==> src/rtl/cmq_pkg.sv <==
package cmq_pkg;

  localparam logic [11:0] OFF_PRIM  = 12'h244;
  localparam logic [11:0] OFF_MODE  = 12'h248;
  localparam logic [11:0] OFF_ADDR  = 12'h24C;
  localparam logic [11:0] OFF_SIZE  = 12'h250;
  localparam logic [11:0] OFF_AMASK = 12'h254;
  localparam logic [11:0] OFF_WAYS  = 12'h258;
  localparam logic [11:0] OFF_REGST = 12'h25C;
  localparam logic [11:0] OFF_QST   = 12'h260;

  localparam logic [31:0] PRIM_SYNC    = 32'h8;
  localparam logic [31:0] PRIM_PFFLUSH = 32'h9;
  localparam int          MODE_NOTIFY  = 15;
  localparam int          QST_DONE_BIT = 2;

  typedef struct packed {
    logic [31:0] mode;
    logic [31:0] addr;
    logic [31:0] size;
    logic [31:0] amask;
    logic [31:0] ways;
  } cmd_t;

  // registration status word: bit1 queue full, bit0 arbitration lost
  function automatic logic [31:0] pack_regst(input logic full_fail, input logic own_fail);
    pack_regst = {30'd0, full_fail, own_fail};
  endfunction

  // queue status word: bit2 done, bit1 running, bit0 outstanding
  function automatic logic [31:0] pack_qst(input logic done, input logic running, input logic pend);
    pack_qst = {29'd0, done, running, pend};
  endfunction

  function automatic logic is_prim_code(input logic [31:0] v);
    is_prim_code = (v == PRIM_SYNC) || (v == PRIM_PFFLUSH);
  endfunction

endpackage

==> src/rtl/cmq_fifo.sv <==
module cmq_fifo #(
  parameter int DEPTH = 4,
  parameter int W     = 8
) (
  input  logic         clk,
  input  logic         rst_n,
  input  logic         push,
  input  logic [W-1:0] din,
  input  logic         pop,
  output logic [W-1:0] dout,
  output logic         empty,
  output logic         full
);
  localparam int AW = (DEPTH > 1) ? $clog2(DEPTH) : 1;
  localparam int CW = $clog2(DEPTH + 1);
  localparam logic [AW-1:0] LAST = AW'(DEPTH - 1);
  localparam logic [CW-1:0] CMAX = CW'(DEPTH);

  logic [W-1:0]  mem [DEPTH];
  logic [AW-1:0] wptr, rptr;
  logic [CW-1:0] count;

  function automatic logic [AW-1:0] nxt(input logic [AW-1:0] p);
    nxt = (p == LAST) ? '0 : p + AW'(1);
  endfunction

  assign empty = (count == '0);
  assign full  = (count == CMAX);
  assign dout  = mem[rptr];

  always_ff @(posedge clk) begin
    if (push) mem[wptr] <= din;
  end

  always_ff @(posedge clk) begin
    if (!rst_n) begin
      wptr  <= '0;
      rptr  <= '0;
      count <= '0;
    end else begin
      if (push) wptr <= nxt(wptr);
      if (pop)  rptr <= nxt(rptr);
      if (push && !pop)      count <= count + CW'(1);
      else if (pop && !push) count <= count - CW'(1);
    end
  end

  p_no_overflow_r4: assert property (@(posedge clk) disable iff (!rst_n)
    push |-> !full);
  p_no_underflow_r5: assert property (@(posedge clk) disable iff (!rst_n)
    pop |-> !empty);

endmodule

==> src/rtl/cmq_lock.sv <==
module cmq_lock #(
  parameter int RID_W = 2
) (
  input  logic             clk,
  input  logic             rst_n,
  input  logic             take,
  input  logic [RID_W-1:0] take_id,
  input  logic             release_i,
  output logic             held,
  output logic [RID_W-1:0] holder
);
  always_ff @(posedge clk) begin
    if (!rst_n) begin
      held   <= 1'b0;
      holder <= '0;
    end else if (take) begin
      held   <= 1'b1;
      holder <= take_id;
    end else if (release_i) begin
      held   <= 1'b0;
    end
  end

  p_keep_holder_r2: assert property (@(posedge clk) disable iff (!rst_n)
    (held && !release_i) |=> (held && holder == $past(holder)));
  p_release_frees_r3: assert property (@(posedge clk) disable iff (!rst_n)
    (release_i && !take) |=> !held);

endmodule

==> src/rtl/cmq_exec.sv <==
module cmq_exec #(
  parameter int LAT = 8,
  parameter int W   = 8
) (
  input  logic         clk,
  input  logic         rst_n,
  input  logic         q_empty,
  input  logic [W-1:0] q_data,
  output logic         q_pop,
  output logic         busy,
  output logic         start,
  output logic         done,
  output logic [W-1:0] cur
);
  localparam int CW = $clog2(LAT + 1);
  localparam logic [CW-1:0] LOAD = CW'(LAT - 1);

  logic [CW-1:0] cnt;

  assign q_pop = !busy && !q_empty;
  assign done  = busy && (cnt == '0);

  always_ff @(posedge clk) begin
    if (!rst_n) begin
      busy  <= 1'b0;
      start <= 1'b0;
      cnt   <= '0;
      cur   <= '0;
    end else begin
      start <= q_pop;
      if (q_pop) begin
        busy <= 1'b1;
        cnt  <= LOAD;
        cur  <= q_data;
      end else if (done) begin
        busy <= 1'b0;
      end else if (busy) begin
        cnt <= cnt - CW'(1);
      end
    end
  end

  p_start_busy_r6: assert property (@(posedge clk) disable iff (!rst_n)
    start |-> busy);
  p_done_idles_r6: assert property (@(posedge clk) disable iff (!rst_n)
    done |=> !busy);

endmodule

==> src/rtl/cmq_frontend.sv <==
module cmq_frontend
  import cmq_pkg::*;
#(
  parameter int RID_W    = 2,
  parameter int DEPTH    = 4,
  parameter int EXEC_LAT = 8
) (
  input  logic             clk,
  input  logic             rst_n,
  input  logic             bus_valid,
  input  logic             bus_write,
  input  logic [11:0]      bus_addr,
  input  logic [31:0]      bus_wdata,
  input  logic [RID_W-1:0] bus_rid,
  output logic             bus_ready,
  output logic [31:0]      bus_rdata,
  output logic             exec_start,
  output logic [RID_W-1:0] exec_rid,
  output logic [31:0]      exec_mode,
  output logic [31:0]      exec_addr,
  output logic [31:0]      exec_size,
  output logic [31:0]      exec_amask,
  output logic [31:0]      exec_ways,
  output logic             exec_busy
);
  localparam int NREQ = 1 << RID_W;
  localparam int PW   = $bits(cmd_t) + RID_W;
  localparam int OCW  = $clog2(DEPTH + 2);

  // named internal events
  logic acc_wr, acc_rd, is_holder;
  logic mode_take, mode_lose, regst_rd, commit, do_push, q_pop;
  logic q_empty, q_full, ex_done, held;
  logic [RID_W-1:0] holder;
  logic [PW-1:0]    q_dout, ex_cur;
  cmd_t cmd_q, ex_cmd;
  logic [31:0] prim_q;
  logic [NREQ-1:0] lose_f, done_f, pend_f;

  assign bus_ready = !(bus_valid && !bus_write && bus_addr == OFF_PRIM &&
                       !(q_empty && !exec_busy));
  assign acc_wr    = bus_valid && bus_ready && bus_write;
  assign acc_rd    = bus_valid && bus_ready && !bus_write;
  assign is_holder = held && (holder == bus_rid);
  assign mode_take = acc_wr && bus_addr == OFF_MODE && (!held || is_holder);
  assign mode_lose = acc_wr && bus_addr == OFF_MODE && held && !is_holder;
  assign regst_rd  = acc_rd && bus_addr == OFF_REGST;
  assign commit    = regst_rd && is_holder;
  assign do_push   = commit && !q_full;

  cmq_lock #(.RID_W(RID_W)) u_lock (
    .clk(clk), .rst_n(rst_n), .take(mode_take), .take_id(bus_rid),
    .release_i(commit), .held(held), .holder(holder)
  );

  cmq_fifo #(.DEPTH(DEPTH), .W(PW)) u_fifo (
    .clk(clk), .rst_n(rst_n), .push(do_push), .din({bus_rid, cmd_q}),
    .pop(q_pop), .dout(q_dout), .empty(q_empty), .full(q_full)
  );

  cmq_exec #(.LAT(EXEC_LAT), .W(PW)) u_exec (
    .clk(clk), .rst_n(rst_n), .q_empty(q_empty), .q_data(q_dout),
    .q_pop(q_pop), .busy(exec_busy), .start(exec_start), .done(ex_done),
    .cur(ex_cur)
  );

  assign exec_rid   = ex_cur[PW-1 -: RID_W];
  assign ex_cmd     = ex_cur[$bits(cmd_t)-1:0];
  assign exec_mode  = ex_cmd.mode;
  assign exec_addr  = ex_cmd.addr;
  assign exec_size  = ex_cmd.size;
  assign exec_amask = ex_cmd.amask;
  assign exec_ways  = ex_cmd.ways;

  // shared command registers, writable by the holder only
  always_ff @(posedge clk) begin
    if (!rst_n) begin
      cmd_q  <= '0;
      prim_q <= '0;
    end else begin
      if (mode_take) cmd_q.mode <= bus_wdata;
      if (acc_wr && is_holder) begin
        case (bus_addr)
          OFF_ADDR:  cmd_q.addr  <= bus_wdata;
          OFF_SIZE:  cmd_q.size  <= bus_wdata;
          OFF_AMASK: cmd_q.amask <= bus_wdata;
          OFF_WAYS:  cmd_q.ways  <= bus_wdata;
          default: ;
        endcase
      end
      if (acc_wr && bus_addr == OFF_PRIM && is_prim_code(bus_wdata))
        prim_q <= bus_wdata;
    end
  end

  // per-requester banked status
  for (genvar r = 0; r < NREQ; r++) begin : g_req
    logic [OCW-1:0] outst;
    logic me, set_lose, clr_lose, set_done, clr_done, inc, dec;

    assign me       = (bus_rid == RID_W'(r));
    assign set_lose = mode_lose && me;
    assign clr_lose = regst_rd && me && !is_holder;
    assign set_done = ex_done && exec_rid == RID_W'(r) && exec_mode[MODE_NOTIFY];
    assign clr_done = acc_wr && me && bus_addr == OFF_QST && bus_wdata[QST_DONE_BIT];
    assign inc      = do_push && me;
    assign dec      = ex_done && exec_rid == RID_W'(r);

    always_ff @(posedge clk) begin
      if (!rst_n) begin
        lose_f[r] <= 1'b0;
        done_f[r] <= 1'b0;
        outst     <= '0;
      end else begin
        if (set_lose)      lose_f[r] <= 1'b1;
        else if (clr_lose) lose_f[r] <= 1'b0;
        if (set_done)      done_f[r] <= 1'b1;
        else if (clr_done) done_f[r] <= 1'b0;
        if (inc && !dec)      outst <= outst + OCW'(1);
        else if (dec && !inc) outst <= outst - OCW'(1);
      end
    end
    assign pend_f[r] = (outst != '0);

    p_done_sticky_r7: assert property (@(posedge clk) disable iff (!rst_n)
      (done_f[r] && !clr_done) |=> done_f[r]);
    p_pend_covers_run_r8: assert property (@(posedge clk) disable iff (!rst_n)
      (exec_busy && exec_rid == RID_W'(r)) |-> pend_f[r]);
  end

  always_comb begin
    bus_rdata = '0;
    if (bus_valid && !bus_write) begin
      case (bus_addr)
        OFF_PRIM:  bus_rdata = prim_q;
        OFF_MODE:  bus_rdata = cmd_q.mode;
        OFF_ADDR:  bus_rdata = cmd_q.addr;
        OFF_SIZE:  bus_rdata = cmd_q.size;
        OFF_AMASK: bus_rdata = cmd_q.amask;
        OFF_WAYS:  bus_rdata = cmd_q.ways;
        OFF_REGST: bus_rdata = is_holder ? pack_regst(q_full, 1'b0)
                                         : pack_regst(1'b0, lose_f[bus_rid]);
        OFF_QST:   bus_rdata = pack_qst(done_f[bus_rid],
                                        exec_busy && exec_rid == bus_rid,
                                        pend_f[bus_rid]);
        default:   bus_rdata = '0;
      endcase
    end
  end

  p_prim_stall_r9: assert property (@(posedge clk) disable iff (!rst_n)
    (bus_valid && !bus_write && bus_addr == OFF_PRIM && (exec_busy || !q_empty))
      |-> !bus_ready);
  p_start_from_queue_r5: assert property (@(posedge clk) disable iff (!rst_n)
    exec_start |-> $past(!q_empty));

endmodule

==> config.mk <==
export PLATFORM = sky130hd
export DESIGN_NAME = cmq_frontend
export DESIGN_NICKNAME = d
export VERILOG_FILES = /design/src/rtl/cmq_pkg.sv /design/src/rtl/cmq_fifo.sv /design/src/rtl/cmq_lock.sv /design/src/rtl/cmq_exec.sv /design/src/rtl/cmq_frontend.sv
export SDC_FILE = /design/constraint.sdc
export NUM_CORES = 1
export LEC_CHECK = 0
export BUFFER_PORTS_ARGS = -buffer_cell sky130_fd_sc_hd__buf_2
export CAP_MARGIN = 20
export CELL_PAD_IN_SITES_DETAIL_PLACEMENT = 1
export CELL_PAD_IN_SITES_GLOBAL_PLACEMENT = 1
export CORE_UTILIZATION = 30
export CTS_BUF_LIST = sky130_fd_sc_hd__clkbuf_16
export DETAILED_ROUTE_END_ITERATION = 8
export GPL_TIMING_DRIVEN = 1
export PLACE_DENSITY = 0.56
export SYNTH_ARGS = -nofsm -noshare
export SYNTH_HDL_FRONTEND = slang
export SYNTH_SLANG_ARGS = --single-unit
==> constraint.sdc <==
create_clock -name clk -period 6.1 [get_ports clk]
set_input_delay 0.61 -clock clk [delete_from_list [all_inputs] [get_ports clk]]
set_output_delay 0.61 -clock clk [all_outputs]
set_load 0.01 [all_outputs]
==> impl_metrics.tcl, run 1 <==
set metrics [dict create \
    slowest_stage "buf_4" \
    grt.overflow.total 0 \
    yosys.area_share.simple_pct 9.51 \
    cts_resized 0 \
    yosys_warnings 0 \
    syn_area_per_cell_um2 14.1 \
    endpoint_kind "output pin" \
    final_core_utilization_pct 35.4 \
    die_w_um 367 \
    crit_required_ns 5.49 \
    maxCapViolations 0 \
    routed_wl_mm 123 \
    cts_hold_buffers 0 \
    yosysUniqueCellTypes 61 \
    finalClockSkew_ns 0.0336 \
    grt_max_degree 166 \
    synth_nets 2895 \
    num_rows 133 \
    seq_area_um2 27300 \
    firstDrtPassIters 5 \
    timing.final.crit_share_pct 66.5 \
    io_pins 247 \
    die_y_um 367 \
    final_nets 3105 \
    grt_pass1_wl_mm 179 \
    yosys-top-cells-area "edfxtp_1 49%, dfxtp_1 20%, mux4_2 9.2%" \
    rrSetupSlack_ns 2.82 \
    worstHoldPathType "input port to flip-flop" \
    grt_pass1_vias 24900 \
    ant_nets 0 \
    dieArea_um2 135000 \
    p_leak_nw 17.0 \
    fin_tns_setup_ns 0 \
    post_cts_buffers 0 \
    synthFlopType "edfxtp_1" \
    clkLatencyLatePin_ns 0.70 \
    via_count 24200 \
    drc 0 \
    port_buffers 246 \
    path_max_fanout 41 \
    synth_top_cells_by_count "648 x edfxtp_1, 594 x nand2_1, 390 x dfxtp_1" \
    fillCellCount 13700 \
    crit_chain "buf_4, buf_4, mux2i_1, nor4b_1, a21oi_1, or3_1, a21oi_1, buf_2" \
    worstPathArrival_ns 3.45 \
    ys_ff_latch 1038 \
    max_clock_freq_mhz 247 \
    stdcell_count 4890 \
    cts_buffers 110 \
    drv_slew 0 \
    ys_seq_area_share_pct 68.2 \
    pre_cts_ws_ns 1.83 \
    cts_tree "done" \
    drive_gt1_share_pct 22.0 \
    setup_viol 0 \
    synth_top_family_by_area "multiplexers" \
    async_reset_ff_share_pct 0 \
    peakVddDrop_uv 428 \
    start_util_pct 30.3 \
    slew_headroom_pct 28.9 \
    status "completed" \
    drt_iter0_markers 1761 \
    drt-wirelength-per-cell_um 25.2 \
    root_buffer "clkbuf_16" \
    yosys.area.top_type_share_pct 48.7 \
    setup_ws_ns 2.04 \
    synth_edf_count 648 \
    htree_num_levels 3 \
    tightest_slew_ns 1.07 \
    track_usage_pct 18.1 \
    path_buf_inv 3 \
    criticalPathCategory "input port to output pin" \
    timing_hold_violations_final 0 \
    viasPerCell 4.94 \
    multi_input_area_um2 11900 \
    powerDensity_nw_per_um2 344 \
    antenna_found_initial 15 \
    yosysTopAreaCell "edfxtp_1" \
    synth.most_common_cell "edfxtp_1" \
    cpPeakStageDelay_ns 0.71 \
    synth_compound_area_share_pct 8.12 \
    syn_area_um2 40000 \
    synthMuxAreaShare_pct 11.1 \
    syn_inst 2828 \
    synth_xor_area_share_pct 0.351 \
    clock_sinks 1038 \
    synth_adder_area_share_pct 0.626 \
    timing.critical_path.from_type "input port" \
    area_growth_pct 16.8 \
    clk_pin_slew_worst_paths_ns 0.06 \
    critPathTopFamily "buffers and inverters" \
    clk_path_buf_depth 3 \
    rsz0062_at_grt "false" \
    hpwl_mm 82.0 \
    post-route-min-period_ns 4.06 \
    gp_congestion 0.833 \
    dp.cells 4681 \
    core_area_um2 132000 \
]
==> metrics by stage <==
| step | instance area, µm² | power [mW] | hold slack [ns] |
|---|---|---|---|
| after floorplan | 40000 | 9.04 | 0.426 |
| after global placement | 43100 | 9.75 | 0.438 |
| after CTS | 46700 | 16.4 | 0.199 |
| after detailed placement | 43100 | 9.76 | 0.440 |
| final | 46700 | 16.1 | 0.250 |
| after global routing | 46700 | 16.7 | 0.216 |
==> final cells by class <==
class / instances / area share (%)
diodes: 1 / 0.00536
clock buffers: 114 / 6.11
clock inverters: 94 / 1.47
inverters: 13 / 0.126
multi-input cells: 1590 / 25.5
flip-flops and latches: 1038 / 58.4
well taps: 1755 / 4.70
repair buffers: 285 / 3.64
==> registers in the layout (all words and copies together) (netlist names) <==
signal,cells
u_fifo.wptr,2
g_req.outst,12
done_f,4
u_exec.start,1
cmd_q,160
u_lock.holder,2
u_exec.cur,162
u_fifo.count,3
u_fifo.rptr,2
prim_q,32
lose_f,4
u_exec.busy,1
u_exec.cnt,4
u_lock.held,1
u_fifo.mem,648
==> worst paths after layout <==
check	end	cells past startpoint	from
max	bus_rdata[30]	8	bus_addr[3]
min	cmd_q[95]	3	bus_wdata[31]
max reg2reg	u_fifo.mem[2][46]	6	u_lock.holder[0]
min reg2reg	prim_q[13]	1	prim_q[13]
==> logic make-up after synthesis <==
family          after synthesis
mux                         234
fa+ha+maj                    17
buf+inv                     200
flops                      1038
simple gates                862
xor+xnor                     16
compound gates              461
==> layout by cell type (no fill, tap or decap), drive strengths merged, types with 5 or more instances in the layout <==
cell type,synthesis,final
clkinvlp,0,12
mux4,164,164
and2,45,45
edfxtp,648,648
bufinv,0,8
mux2i,39,39
a31oi,6,6
a21oi,9,9
nor3,11,11
clkbuf,119,114
xnor2,9,9
a21boi,272,272
buf,68,285
nand3,77,77
clkinv,1,46
dfxtp,390,390
nand2,604,604
a22o,26,26
nor2,43,43
nand2b,5,5
fa,5,5
mux2,31,31
nor2b,20,20
nor4b,8,8
xor2,7,7
or3,9,9
o21ai,107,107
inv,12,41
nor4,12,12
a22oi,26,26
nand4,11,11
ha,12,12
==> metal layers <==
| metal | vias to the layer above | global-route usage [%] | share of wire [%] |
|---|---|---|---|
| met5 | - | 0 | 0.052 |
| met4 | 10 | 5.75 | 2.8 |
| li1 | 10800 | - | - |
| met2 | 590 | 29.5 | 48 |
| met3 | 175 | 3.14 | 4.9 |
| met1 | 12500 | 24.4 | 44 |
==> power by group <==
part	total (mW)	internal [mW]	switching (mW)
Sequential	7.53	7.42	0.111
Combinational	1.97	0.582	1.39
Clock	6.57	3.72	2.85
Total	16.1	11.7	4.34
==> worst reg2reg max path, stage by stage (launching register included) <==
cell and delay (ns):
dfxtp_1 0.32, xnor2_1 0.27, nand3_1 0.26, or4_1 0.65
clkinv_4 0.18, and2_4 0.83, buf_4 0.43
Note: power is estimated with default switching activity, not from simulation.
==> run 2: changes to the inputs <==
--- a/config.mk
+++ b/config.mk
@@ -13,7 +13,7 @@
 export CTS_BUF_LIST = sky130_fd_sc_hd__clkbuf_16
 export DETAILED_ROUTE_END_ITERATION = 8
 export GPL_TIMING_DRIVEN = 1
-export PLACE_DENSITY = 0.56
+export PLACE_DENSITY = 0.54
 export SYNTH_ARGS = -nofsm -noshare
 export SYNTH_HDL_FRONTEND = slang
 export SYNTH_SLANG_ARGS = --single-unit
==> constraint.sdc (replaced) <==
create_clock -name clk -period 4 [get_ports clk]
set_input_delay 0.4 -clock clk [delete_from_list [all_inputs] [get_ports clk]]
set_output_delay 0.4 -clock clk [all_outputs]
set_load 0.01 [all_outputs]
==> run 2 against run 1 <==
Against the previous run:
- flip-flop and latch count is the same
- critical path depth shrank 3
- via count grew 1.7%
- core utilization grew 0.54 points
- die area is the same
- non-clock buffer count grew 44
- combinational power grew 52%
- count of clock-buffer cells in the layout is the same
- sequential power grew 54%
- cell area grew 1.5%
- highest routed layer unchanged
==> impl_metrics.tcl, run 2 (synthesis results as in run 1) <==
set metrics [dict create \
    max_clock_freq_mhz 302 \
    status "completed" \
    clk_path_buf_depth 3 \
    cts_tree "done" \
    power_mw 25.1 \
    area_growth_pct 18.6 \
    hpwl_mm 84.4 \
    viasPerCell 4.97 \
    fillCellCount 13700 \
    final_cell_mix "648 x edfxtp_1, 594 x nand2_1, 388 x dfxtp_1" \
    peakVddDrop_uv 829 \
    timing.final.crit_share_pct 82.9 \
    post_cts_buffers 0 \
    cts_buffers 112 \
    post-route-min-period_ns 3.32 \
    slowest_stage "o21ai_0" \
    die_y_um 367 \
    clock_sinks 1038 \
    setup_ws_ns 0.683 \
    final_common_cell "edfxtp_1" \
    clkLatencyLatePin_ns 0.74 \
    powerDensity_nw_per_um2 529 \
    p_sw_share_pct 26.6 \
    crit_required_ns 3.60 \
    firstDrtPassIters 6 \
    grt_max_degree 166 \
    track_usage_pct 18.3 \
    drc 0 \
    grt_pass1_vias 25700 \
    drt-wirelength-per-cell_um 25.2 \
    final_core_utilization_pct 36.0 \
    worstHoldPathType "input port to flip-flop" \
    final_nets 3151 \
    clkPwrFrac_pct 41.8 \
    cpPeakStageDelay_ns 0.91 \
    endpoint_kind "output pin" \
    top_register "u_fifo.mem" \
    num_rows 133 \
    combPwrFrac_pct 12.0 \
    p_leak_nw 17.4 \
    criticalPathCategory "flip-flop to output pin" \
    clk_pin_slew_worst_paths_ns 0.06 \
    ant_nets 0 \
    rsz0062_at_grt "false" \
    slew_headroom_pct 21.8 \
    dieArea_um2 135000 \
    root_buffer "clkbuf_16" \
    gp_congestion 0.896 \
    worstPathArrival_ns 2.92 \
    p_int_mw 18.4 \
    port_buffers 246 \
    tightest_slew_ns 1.16 \
    pre_cts_ws_ns 0.430 \
    drv_slew 0 \
    core_area_um2 132000 \
    timing_hold_violations_final 0 \
    io_pins 247 \
    timing.critical_path.from_type "flip-flop" \
    p_seq_share_pct 46.2 \
    finalClockSkew_ns 0.0447 \
    routed_wl_mm 124 \
    htree_num_levels 3 \
    path_max_fanout 6 \
    drt_iter0_markers 1767 \
    largest_reg_flops 648 \
    grt.overflow.total 0 \
    maxCapViolations 0 \
    crit_chain "mux2i_1, o21ai_0, a22oi_1, nor2_1, buf_2" \
    die_w_um 367 \
    grt_pass1_wl_mm 181 \
    top_regs "u_fifo.mem x648, u_exec.cur x162, cmd_q x160" \
    drive_gt1_share_pct 22.5 \
    via_count 24600 \
    start_util_pct 30.3 \
    antenna_found_initial 11 \
    p_sw_mw 6.66 \
    setup_viol 0 \
]
[run 2: worst paths after layout]
| path | from | endpoint | slack, ns | cells after the start |
|---|---|---|---|---|
| max | cmd_q[21] | bus_rdata[21] | 0.68 | 5 |
| min | bus_wdata[18] | cmd_q[114] | 0.05 | 3 |
| max reg2reg | u_lock.holder[0] | g_req[2].outst[2] | 0.86 | 10 |
| min reg2reg | prim_q[2] | prim_q[2] | 0.46 | 1 |
[run 2: repair_timing]
item / 4_1_cts / 5_1_grt
endpoints found under the setup margin: 0 / 0
gates resized for setup: 0 / 0
hold buffers: 16 / 0
endpoints found under the hold margin: 31 / 0
[run 2: worst max-delay path: cells and delay by family, from the launching register on]
family | cells | cell delay (ns)
simple gates | 1 | 0.30
buf+inv | 1 | 0.20
compound gates | 2 | 1.10
flops | 1 | 0.48
mux | 1 | 0.12
[run 2: power groups by stage]
| stage | logic (mW) | registers [mW] | clock network (mW) |
|---|---|---|---|
| 2_1_floorplan | 2.18 | 11.6 | 0 |
| 3_3_place_gp | 3.04 | 11.8 | 0 |
| 3_5_place_dp | 3.10 | 11.8 | 0 |
| 4_1_cts | 3.12 | 11.6 | 10.8 |
| 5_1_grt | 3.27 | 11.6 | 11.2 |
| 6_report | 3.00 | 11.6 | 10.5 |
[run 2: layout make-up]
cell class	count	area [µm²]	share of cell area [%]
tap	1755	2200	4.63
clock buffer	114	2850	6.02
clock inverter	96	872	1.84
inverter	13	58.8	0.124
sequential	1038	27300	57.6
antenna	3	7.51	0.0158
multi-input combinational	1590	11900	25.1
timing repair buffer	329	2220	4.68
[run 2: per-stage QoR]
step / cell area (µm²) / hold WS (ns) / std cells / TNS [ns]
finish: 47400 / 0.0513 / 4938 / 0
global placement: 43500 / 0.438 / 4709 / 0
CTS: 47400 / 0.00178 / 4935 / 0
floorplan: 40000 / 0.426 / 2828 / -42.97
detailed placement: 43500 / 0.441 / 4709 / 0
global route: 47400 / 0.0327 / 4937 / 0
[run 2: metal layers]
layer  part of all wire, %  wire, µm  track usage [%]  vias up
met5                 0.032        40                0        -
met1                    44     54600             24.3    12900
li1                      -         -                -    10900
met2                    49     60700             30.5      590
met3                   5.2      6410             3.21      147
met4                   2.1      2590             4.90        8
==> run 3: changes to the inputs <==
--- a/config.mk
+++ b/config.mk
@@ -5,6 +5,7 @@
 export SDC_FILE = /design/constraint.sdc
 export NUM_CORES = 1
 export LEC_CHECK = 0
+export ABC_AREA = 1
 export BUFFER_PORTS_ARGS = -buffer_cell sky130_fd_sc_hd__buf_2
 export CAP_MARGIN = 20
 export CELL_PAD_IN_SITES_DETAIL_PLACEMENT = 1
@@ -13,7 +14,7 @@
 export CTS_BUF_LIST = sky130_fd_sc_hd__clkbuf_16
 export DETAILED_ROUTE_END_ITERATION = 8
 export GPL_TIMING_DRIVEN = 1
-export PLACE_DENSITY = 0.54
+export PLACE_DENSITY = 0.56
 export SYNTH_ARGS = -nofsm -noshare
 export SYNTH_HDL_FRONTEND = slang
 export SYNTH_SLANG_ARGS = --single-unit
==> constraint.sdc (replaced) <==
create_clock -name clk -period 3.4 [get_ports clk]
set_input_delay 0.34 -clock clk [delete_from_list [all_inputs] [get_ports clk]]
set_output_delay 0.34 -clock clk [all_outputs]
set_load 0.01 [all_outputs]
==> run 3 against run 2 <==
Against the previous run:
- combinational power is 150% higher
- cell count is 19% higher
- non-clock buffer count is 12 higher
- hold slack better by 0.0057 ns
- flip-flop and latch count stayed put
==> impl_metrics.tcl, run 3 <==
set metrics [dict create \
    status "completed" \
    timing.critical_path.from_type "input port" \
    p_sw_share_pct 32.1 \
    yosys.area.top_type_share_pct 49.0 \
    routed_wl_mm 136 \
    async_reset_ff_share_pct 0 \
    setup_viol 0 \
    dp.cells 5659 \
    criticalPathCategory "input port to flip-flop" \
    synthFlopType "edfxtp_1" \
    largest_reg_flops 648 \
    area_growth_pct 18.9 \
    slew_headroom_pct 20.1 \
    ys_seq_area_share_pct 68.7 \
    tightest_slew_ns 1.20 \
    syn_area_per_cell_um2 10.4 \
    clk_pin_slew_worst_paths_ns 0.06 \
    multi_input_area_um2 11000 \
    root_buffer "clkbuf_16" \
    p_leak_nw 19.0 \
    drive_gt1_share_pct 13.0 \
    synth_top_cells_by_count "699 x nor2_1, 648 x edfxtp_1, 642 x nand2_1" \
    final_common_cell "nor2_1" \
    post_cts_buffers 0 \
    htree_num_levels 3 \
    track_usage_pct 19.9 \
    cts_buffers 116 \
    fillCellCount 14500 \
    drt_iter0_markers 2250 \
    timing_hold_violations_final 0 \
    use_met2_pct 31.0 \
    path_max_fanout 29 \
    synth_edf_count 648 \
    start_util_pct 30.2 \
    grt_max_degree 209 \
    rrSetupSlack_ns 0.63 \
    critical_path.startpoint "bus_wdata[15]" \
    p_seq_share_pct 42.4 \
    synth_nets 3884 \
    cts_resized 0 \
    dieArea_um2 134000 \
    drc 0 \
    maxCapViolations 0 \
    final_cell_mix "691 x nor2_1, 648 x edfxtp_1, 636 x nand2_1" \
    via_count 29000 \
    cts_tree "done" \
    powerDensity_nw_per_um2 732 \
    r2r_start "u_lock.holder[1]" \
    combPwrFrac_pct 21.7 \
    crit_required_ns 4.01 \
    rr_worst_depth 12 \
    drv_slew 0 \
    core_area_um2 131000 \
    fin_tns_setup_ns 0 \
    peakVddDrop_uv 894 \
    drt-wirelength-per-cell_um 23.1 \
    place_area_um2 43300 \
    p_int_mw 23.5 \
    viasPerCell 4.93 \
    syn_area_um2 39700 \
    clkLatencyLatePin_ns 0.72 \
    top_regs "u_fifo.mem x648, u_exec.cur x162, cmd_q x160" \
    worstPathArrival_ns 3.46 \
    use_met1_pct 28.1 \
    port_buffers 246 \
    grt_pass1_wl_mm 199 \
    clock_sinks 1038 \
    firstDrtPassIters 7 \
    io_pins 247 \
    synth.most_common_cell "nor2_1" \
    worstHoldPathType "input port to flip-flop" \
    die_w_um 366 \
    fin_area_um2 47200 \
    clk_path_buf_depth 3 \
    num_rows 133 \
    max_clock_freq_mhz 351 \
    grt.overflow.total 0 \
    ys_ff_latch 1038 \
    grt_util_met3_pct 3.63 \
    yosysUniqueCellTypes 34 \
    clkPwrFrac_pct 35.9 \
    yosys_warnings 0 \
    gp_congestion 0.819 \
    finalClockSkew_ns 0.0313 \
    busiest_layer "met2" \
    top_register "u_fifo.mem" \
    yosys-top-cells-area "edfxtp_1 49%, dfxtp_1 20%, nor2_1 6.6%" \
    rr_endpoint "g_req[0].outst[2]" \
    syn_inst 3817 \
    post-route-min-period_ns 2.85 \
    stdcell_count 5890 \
    ant_nets 0 \
    endpoint "prim_q[0]" \
    endpoint_kind "flip-flop" \
    die_y_um 366 \
    p_sw_mw 11.1 \
    timing.final.crit_share_pct 83.9 \
    whs_ns 0.0570 \
    hpwl_mm 89.7 \
    rsz0062_at_grt "false" \
    antenna_found_initial 14 \
    seq_area_um2 27300 \
    cts_hold_buffers 12 \
    yosysTopAreaCell "edfxtp_1" \
    final_nets 4101 \
    grt_pass1_vias 28800 \
]
## run 3: area by class of cell
cell class	instances	area share, %
Timing Repair Buffer	341	5.24
Multi-Input combinational cell	2412	23.3
Clock inverter	99	1.61
Sequential cell	1038	57.8
Antenna cell	1	0.00530
Tap cell	1755	4.65
Inverter	125	1.05
Clock buffer	119	6.31
## run 3: worst min-delay path by stage
stage / startpoint / end / slack, ns / cells after the start
after CTS: bus_rid[0] / u_fifo.mem[3][160] / 0.005 / 1
after floorplan: prim_q[3] / prim_q[3] / 0.43 / 2
after detailed placement: prim_q[3] / prim_q[3] / 0.45 / 2
final: bus_rid[0] / u_fifo.mem[3][160] / 0.06 / 1
after global placement: prim_q[26] / prim_q[26] / 0.44 / 2
after global routing: bus_rid[0] / u_fifo.mem[3][160] / 0.05 / 1
## run 3: cell families after synthesis
| kind of cell | count (synthesis) | share of synthesized area, % |
|---|---|---|
| compound gates | 757 | 10.1 |
| xor+xnor | 8 | 0.214 |
| fa+ha+maj | 17 | 0.631 |
| buf+inv | 367 | 3.79 |
| flops | 1038 | 68.7 |
| simple gates | 1630 | 16.6 |
## run 3: power groups by stage
stage	Clock (mW)	Sequential (mW)	Combinational (mW)
detailed placement	0	15.0	7.68
CTS	12.7	14.7	7.72
global route	13.2	14.8	8.35
floorplan	0	15.1	3.92
global placement	0	14.9	7.62
finish	12.4	14.7	7.50
## run 3: worst max-delay path, stage by stage
cell           delay (ns)
dlygate4sd3_1        0.59
buf_2                0.21
nor2_1               0.11
nand4_1              0.24
nor3_1               0.47
nand3_1              0.35
buf_4                0.38
nor2_1               0.15
nor2_1               0.06
dlygate4sd3_1        0.54
## run 3: metal layers
metal / vias to the layer above / part of all wire, % / routed length, µm
met2: 679 / 45 / 61800
met4: 8 / 2.3 / 3080
met3: 176 / 5.4 / 7340
met5: - / 0.041 / 56
li1: 13600 / - / -
met1: 14600 / 47 / 63700
## run 3: through the flow
stage | power, mW | worst slack, ns | util, %
CTS | 35.1 | 0.590 | 35.9
global placement | 22.6 | 0.418 | 33.0
global route | 36.3 | 0.335 | 35.9
finish | 34.6 | 0.549 | 35.9
detailed placement | 22.6 | 0.346 | 33.0
floorplan | 19.1 | -0.630 | -
